<file path="config.mk">
export PLATFORM = sky130hd
export DESIGN_NAME = pwr_seq_ctrl
export DESIGN_NICKNAME = d
export VERILOG_FILES = /design/src/rtl/pwr_seq_pkg.sv /design/src/rtl/pwr_step_timer.sv /design/src/rtl/pwr_wake_latch.sv /design/src/rtl/pwr_seq_ctrl.sv
export SDC_FILE = /design/constraint.sdc
export NUM_CORES = 1
export LEC_CHECK = 0
export BUFFER_PORTS_ARGS = -buffer_cell sky130_fd_sc_hd__buf_2
export CAP_MARGIN = 40
export CORE_UTILIZATION = 40
export DETAILED_ROUTE_END_ITERATION = 7
export HOLD_SLACK_MARGIN = 0.08
export PLACE_DENSITY = 0.58
export SLEW_MARGIN = 20
export SYNTH_ARGS = -nofsm -noshare
export SYNTH_HDL_FRONTEND = slang
export SYNTH_SLANG_ARGS = --single-unit
</file>
<file path="constraint.sdc">
create_clock -name clk -period 2 [get_ports clk]
set_input_delay 0.1 -clock clk [delete_from_list [all_inputs] [get_ports clk]]
set_output_delay 0.1 -clock clk [all_outputs]
set_load 0.005 [all_outputs]
</file>
<file path="src/rtl/pwr_seq_pkg.sv">
package pwr_seq_pkg;

    typedef enum logic [3:0] {
        ST_NEGOT,
        ST_READY,
        ST_HOLD,
        ST_ISO,
        ST_RET,
        ST_OFF,
        ST_PWRON,
        ST_UNRET,
        ST_UNISO,
        ST_UNHOLD
    } seq_state_e;

    typedef struct packed {
        logic en_req;
        logic hold_n;
        logic iso_n;
        logic ret_n;
        logic pwr_dn;
        logic awake;
    } ctrl_out_t;

    typedef struct packed {
        seq_state_e state;
        ctrl_out_t  ctl;
    } seq_regs_t;

    function automatic ctrl_out_t ctl_decode(seq_state_e s);
        ctrl_out_t c;
        c.en_req = (s == ST_NEGOT);
        c.awake  = (s == ST_NEGOT) || (s == ST_READY);
        c.hold_n = (s == ST_NEGOT) || (s == ST_READY) || (s == ST_UNHOLD);
        c.iso_n  = c.hold_n || (s == ST_HOLD) || (s == ST_UNISO);
        c.ret_n  = c.iso_n || (s == ST_ISO) || (s == ST_UNRET);
        c.pwr_dn = (s == ST_OFF);
        return c;
    endfunction

endpackage

</file>
<file path="src/rtl/pwr_step_timer.sv">
module pwr_step_timer #(
    parameter int STEP_CYC = 1
) (
    input  logic clk,
    input  logic rst_n,
    input  logic restart_i,
    output logic done_o
);
    localparam int CW = (STEP_CYC > 1) ? $clog2(STEP_CYC) : 1;
    localparam logic [CW-1:0] LAST = CW'(STEP_CYC - 1);

    logic [CW-1:0] cnt_d, cnt_q;

    assign done_o = (cnt_q == LAST);

    always_comb begin
        cnt_d = cnt_q;
        if (restart_i)
            cnt_d = '0;
        else if (!done_o)
            cnt_d = cnt_q + 1'b1;
    end

    always_ff @(posedge clk or negedge rst_n) begin
        if (!rst_n) cnt_q <= '0;
        else        cnt_q <= cnt_d;
    end


    cnt_range_chk: assert property (@(posedge clk) disable iff (!rst_n)
        cnt_q <= LAST);

endmodule

</file>
<file path="src/rtl/pwr_wake_latch.sv">
module pwr_wake_latch (
    input  logic clk,
    input  logic rst_n,
    input  logic arm_i,
    input  logic wake_i,
    input  logic clr_i,
    output logic pend_o
);
    logic pend_d, pend_q;

    always_comb begin
        pend_d = pend_q;
        if (clr_i)
            pend_d = 1'b0;
        else if (arm_i && wake_i)
            pend_d = 1'b1;
    end

    always_ff @(posedge clk or negedge rst_n) begin
        if (!rst_n) pend_q <= 1'b0;
        else        pend_q <= pend_d;
    end

    assign pend_o = pend_q;


    pend_hold_chk: assert property (@(posedge clk) disable iff (!rst_n)
        (pend_q && !clr_i) |=> pend_q);

endmodule

</file>
<file path="src/rtl/pwr_seq_ctrl.sv">
module pwr_seq_ctrl
    import pwr_seq_pkg::*;
#(
    parameter int STEP_CYC = 1
) (
    input  logic clk,
    input  logic rst_n,
    input  logic deep_sleep_i,
    input  logic en_ack_i,
    input  logic hold_ack_n_i,
    input  logic wake_req_i,
    output logic en_req_o,
    output logic hold_req_n_o,
    output logic iso_n_o,
    output logic ret_n_o,
    output logic pwr_dn_o,
    output logic awake_o
);
    seq_regs_t r_d, r_q;
    logic      step_done;
    logic      wake_pend;
    logic      wake_arm;
    logic      wake_clr;
    logic      tmr_restart;

    assign wake_arm    = (r_q.state == ST_HOLD) || (r_q.state == ST_ISO) ||
                         (r_q.state == ST_RET)  || (r_q.state == ST_OFF);
    assign wake_clr    = (r_q.state == ST_PWRON);
    assign tmr_restart = (r_d.state != r_q.state);

    pwr_step_timer #(.STEP_CYC(STEP_CYC)) u_timer (
        .clk       (clk),
        .rst_n     (rst_n),
        .restart_i (tmr_restart),
        .done_o    (step_done)
    );

    pwr_wake_latch u_wake (
        .clk    (clk),
        .rst_n  (rst_n),
        .arm_i  (wake_arm),
        .wake_i (wake_req_i),
        .clr_i  (wake_clr),
        .pend_o (wake_pend)
    );

    always_comb begin
        r_d = r_q;
        case (r_q.state)
            ST_NEGOT:  if (en_ack_i)          r_d.state = ST_READY;
            ST_READY:  if (deep_sleep_i)      r_d.state = ST_HOLD;
            ST_HOLD:   if (!hold_ack_n_i)     r_d.state = ST_ISO;
            ST_ISO:    if (step_done)         r_d.state = ST_RET;
            ST_RET:    if (step_done)         r_d.state = ST_OFF;
            ST_OFF:    if (wake_pend || wake_req_i) r_d.state = ST_PWRON;
            ST_PWRON:  if (step_done)         r_d.state = ST_UNRET;
            ST_UNRET:  if (step_done)         r_d.state = ST_UNISO;
            ST_UNISO:  if (step_done)         r_d.state = ST_UNHOLD;
            ST_UNHOLD: if (hold_ack_n_i)      r_d.state = ST_READY;
            default:                          r_d.state = ST_NEGOT;
        endcase
        r_d.ctl = ctl_decode(r_d.state);
    end

    always_ff @(posedge clk or negedge rst_n) begin
        if (!rst_n) begin
            r_q.state <= ST_NEGOT;
            r_q.ctl   <= ctl_decode(ST_NEGOT);
        end else begin
            r_q <= r_d;
        end
    end

    assign en_req_o     = r_q.ctl.en_req;
    assign hold_req_n_o = r_q.ctl.hold_n;
    assign iso_n_o      = r_q.ctl.iso_n;
    assign ret_n_o      = r_q.ctl.ret_n;
    assign pwr_dn_o     = r_q.ctl.pwr_dn;
    assign awake_o      = r_q.ctl.awake;


    nest_order_chk: assert property (@(posedge clk) disable iff (!rst_n)
        (!pwr_dn_o || !ret_n_o) && (ret_n_o || !iso_n_o) && (iso_n_o || !hold_req_n_o));


    no_sleep_unagreed_chk: assert property (@(posedge clk) disable iff (!rst_n)
        (en_req_o && !en_ack_i) |=> (hold_req_n_o && awake_o));


    iso_after_ack_chk: assert property (@(posedge clk) disable iff (!rst_n)
        $fell(iso_n_o) |-> $past(!hold_ack_n_i));


    ret_after_iso_chk: assert property (@(posedge clk) disable iff (!rst_n)
        $fell(ret_n_o) |-> $past(!iso_n_o));


    pd_after_ret_chk: assert property (@(posedge clk) disable iff (!rst_n)
        $rose(pwr_dn_o) |-> $past(!ret_n_o));


    hold_after_iso_chk: assert property (@(posedge clk) disable iff (!rst_n)
        $rose(hold_req_n_o) |-> $past(iso_n_o));


    power_stays_chk: assert property (@(posedge clk) disable iff (!rst_n)
        (pwr_dn_o && !wake_req_i && !wake_pend) |=> pwr_dn_o);

endmodule

</file>
# Word-level counts from Yosys, hierarchy flattened
# Index checks and enable logic that the tools add are counted.
# W data, S select, Z words.
totals:
  reg_bits: 12
  in_bits: 6
  output_inout_bits: 6
  wordCells: 56
classes:
  add_sub_neg: 1
  n_eq_ne: 17
  n_mux: 15
  reduce_logical: 14
op_table:
  columns: ["cell", "n"]
  rows:
  - ["$mux W4", 10]
  - ["$pmux W4 S10", 1]
  - ["$eq A4 B3 Y1 const B", 6]
  - ["$eq A4 B2 Y1 const B", 4]
  - ["$eq A4 B4 Y1 const B", 4]
  - ["$logic_or A1 B1 Y1", 10]
  - ["$eq A4 B1 Y1 const B", 2]
  - ["$logic_not A4 Y1", 2]
  - ["$mux W1", 4]
  - ["$ne A4 B4 Y1", 1]
  - ["$reduce_bool A2 Y1", 1]
  - ["$add A1 B1 Y1 const B", 1]
  - ["$logic_and A1 B1 Y1", 1]

# Logic depth before layout (Yosys ltp)
logic_depth:
  ltp_word: 10
  depth_mapped: 5
  ltp_nobuf: 4

# Cells and area by module
# Synthesis repeated with hierarchy kept, for this count alone.
hier_totals:
  hier_cells: 66
  area_unflattened_um2: 615.6
by_module_without_submodules:
  columns: ["mod", "n_inst", "cells_per_inst", "area_per_inst_um2", "seq_area_each_um2"]
  rows:
  - ["pwr_seq_ctrl", 1, 61, 570.5, 256.5]
  - ["pwr_wake_latch", 1, 3, 33.8, 25.0]
  - ["pwr_step_timer", 1, 2, 11.3, 0.0]

# Worst setup path before layout
# Ideal clock, no wire load.
synth_path:
  path_kind: "reg-to-reg"
  from: "reg r_q[8] (netlist bit)"
  to: "reg r_q, in the netlist iso_n_o"
  setup_ns: 0.081
  arrival_ns: 1.321
  t_required_ns: 1.919
  path_slack_ns: 0.598
  stages_incl_launch_ff: 6
  path_buffers: 1
  synth_period_minus_slack_ns: 1.402
  cell_sequence: "dfrtp_1 > buf_6 > nor3b_1 > or4b_4 > a21oi_4 > a21oi_2"
synth_rtl:
  columns: ["item", "line_no", "text"]
  rows:
  - ["from (decl)", "pwr_seq_ctrl.sv:19", "seq_regs_t r_d, r_q;"]
  - ["from (signal assigned)", "pwr_seq_ctrl.sv:70", "r_q <= r_d;"]

==> results.toml <==
[layout]
drive_above_1_share_pct = 32.4
area_growth_pct = 15.4
final_cell_mix = "buf_2 (11), dfrtp_1 (6), nor2b_1 (5), dfstp_2 (5), nor2_1 (4)"
diodes = 0
fillers = 130
fin_nets = 75
fin_util_pct = 50.0
final_common_cell = "buf_2"

[placement]
dp_hpwl_microns = 735
dp_slack_ps = 527
numPortBuffers = 11
place_congestion = 0.819

[clocking]
cts_tree = "done"
htree_levels = 1
path_clk_slew_ps = 70
numCtsBuffers = 3
cts_sinks = 11
cts_root_buffer = "clkbuf_4"
worstSkewPairLatency_ps = 260
ctsResizeCount = 0
clock_path_buffers = 2

[global_routing]
grt.total_usage_pct = 15.6
grt_max_degree = 14
grt_overflow = 0
grt_pass1_wl_microns = 1570
grt_pass1_vias = 351
antenna_found_initial = 0

[synth]
synthesis.instances = 56
syn_area_sq_um = 571
synth_top_area_share_pct = 26.3
ys_types = 26
syn_nets = 62
ys_warn_count = 0
ys_top_cells_by_area = "dfrtp_1 (26%), dfstp_2 (23%), nor2b_1 (5.5%), nor3b_1 (3.9%), o21bai_1 (3.9%)"
avgSynthCellArea_sq_um = 10.2
ys_seq_area_share_pct = 49.3
ys_ff_latch = 11
yosysTopAreaCell = "dfrtp_1"

[pwr]
total_power_mw = 1.07
p_leak_nw = 0.286
peakVddDrop_mv = 0.637
power_density_nw_per_um2 = 1630

[drt]
drc = 0
drtPass1Iterations = 4
wire_per_inst_microns = 12.4
first_iter_violations = 13
avgViaCountPerCell = 5.14
routed_wirelength_microns = 1030
ant_nets = 0
num_vias = 427

[critical_path]
rr_worst_depth = 4
cp-start-kind = "flop"
crit_arrival_ps = 1680
max_stage_delay_ps = 530
crit_path_top_delay_cell = "or4b_4"
worst_r2r_endpoint = "iso_n_o"
worstSetupPathType = "flop to flop"
crit_family = "simple AND/OR/NAND/NOR gates"
cp_num_buf_inv = 0
required_ps = 2190
regToRegSetupSlack_ps = 510
crit_chain = "nor3b_1 -> or4b_4 -> a21oi_4 -> a21oi_2"
cp_max_fo = 10
reg2reg_from = "r_q[8]"
cp-end-kind = "flop"

[floorplan]
io-pin-count = 12
die-height_microns = 39.8
fp.coreArea_sq_um = 1320
initial_core_util_pct = 43.3
die_width_microns = 39.8
rows = 13
dieArea_sq_um = 1580

[sta]
hold_violations = 0
relSlewSlack_pct = 75.3
final_max_slew_viol_count = 0
whs_ps = 135
tns_ps = 0
tightest_slew_ps = 371
fin_crit_sh_pct = 74.5
worst_slack_ps = 511
max_freq_ghz = 0.671
rsz0062_at_grt = "false"
setup_viol = 0
min_period_ps = 1490
final.setup_skew_ps = 5.13

[worst_hold_path]
holdPathEnd = "pwr_dn_o"
worstHoldPathCells = 3
hold_path_class = "input port to flop"
worstHoldStart = "wake_req_i"

[job]
drv_cap = 0

[outcome]
status = "finished clean"
==> registers in the layout (all words and copies together), names as in the netlist <==
signal         count
u_wake.pend_o      1
hold_req_n_o       1
r_q                4
iso_n_o            1
awake_o            1
en_req_o           1
pwr_dn_o           1
ret_n_o            1
==> power breakdown <==
group	internal, mW	total, mW	switching [mW]
clock	0.0770	0.145	0.0683
sequential	0.361	0.491	0.130
combinational	0.230	0.433	0.203
total	0.668	1.07	0.402
==> cells in the mapped netlist (all sizes together) <==
master / n
a21o: 1
a21oi: 4
a31oi: 1
and2: 1
buf: 1
clkbuf: 3
dfrtp: 6
dfstp: 5
inv: 1
mux2i: 1
nand2: 3
nand2b: 3
nand3: 1
nand4b: 1
nor2: 4
nor2b: 5
nor3: 2
nor3b: 3
o211ai: 1
o21a: 1
o21ai: 3
o21bai: 3
or4b: 1
xor2: 1
==> kinds of logic after synthesis <==
| family | count (synthesis) | synth area share (%) |
|---|---|---|
| compound gates | 14 | 17.8 |
| flops | 11 | 49.3 |
| simple gates | 24 | 25.0 |
| mux | 1 | 1.75 |
| xor+xnor | 1 | 1.54 |
| buf+inv | 5 | 4.60 |
==> tightest hold or removal path: stages <==
cell and delay, ps:
buf_2 110, o21a_1 110, nor3_1 40
==> metrics by stage <==
stage | instance area, sq um | cells
floorplan | 571 | 56
global placement | 622 | 78
detailed placement | 622 | 78
CTS | 658 | 83
global route | 658 | 83
finish | 658 | 83
==> cell type report <==
cell class / instances / area, sq um / share of cell area [%]
multi-input cells: 40 / 263 / 39.9
repair buffers: 12 / 65.1 / 9.89
inverters: 1 / 3.75 / 0.570
flip-flops and latches: 11 / 282 / 42.8
clock buffers: 4 / 26.3 / 3.99
well taps: 15 / 18.8 / 2.85
==> metal layers <==
layer / GRT usage, % / routed length [microns] / share of wire (%)
met4: 5.17 / 0 / 0
met3: 6.82 / 53 / 5.1
met5: 0 / 0 / 0
met1: 22.3 / 521 / 51
met2: 20.1 / 457 / 44
==> how the worst max path moves through the flow <==
stage               startpoint      end  slack (ps)  cells after the start
finish                  r_q[8]  iso_n_o         510                      4
global route            r_q[8]  iso_n_o         450                      4
CTS                     r_q[8]  iso_n_o         520                      4
detailed placement      r_q[8]  iso_n_o         530                      4
global placement        r_q[8]  iso_n_o         550                      4
floorplan               r_q[8]  iso_n_o         600                      5
==> what timing repair did <==
action,in CTS,in global routing
buffers inserted,0,0
hold buffers,1,0
hold endpoints to repair,11,0
No activity file was read; power rests on OpenSTA's default activity.
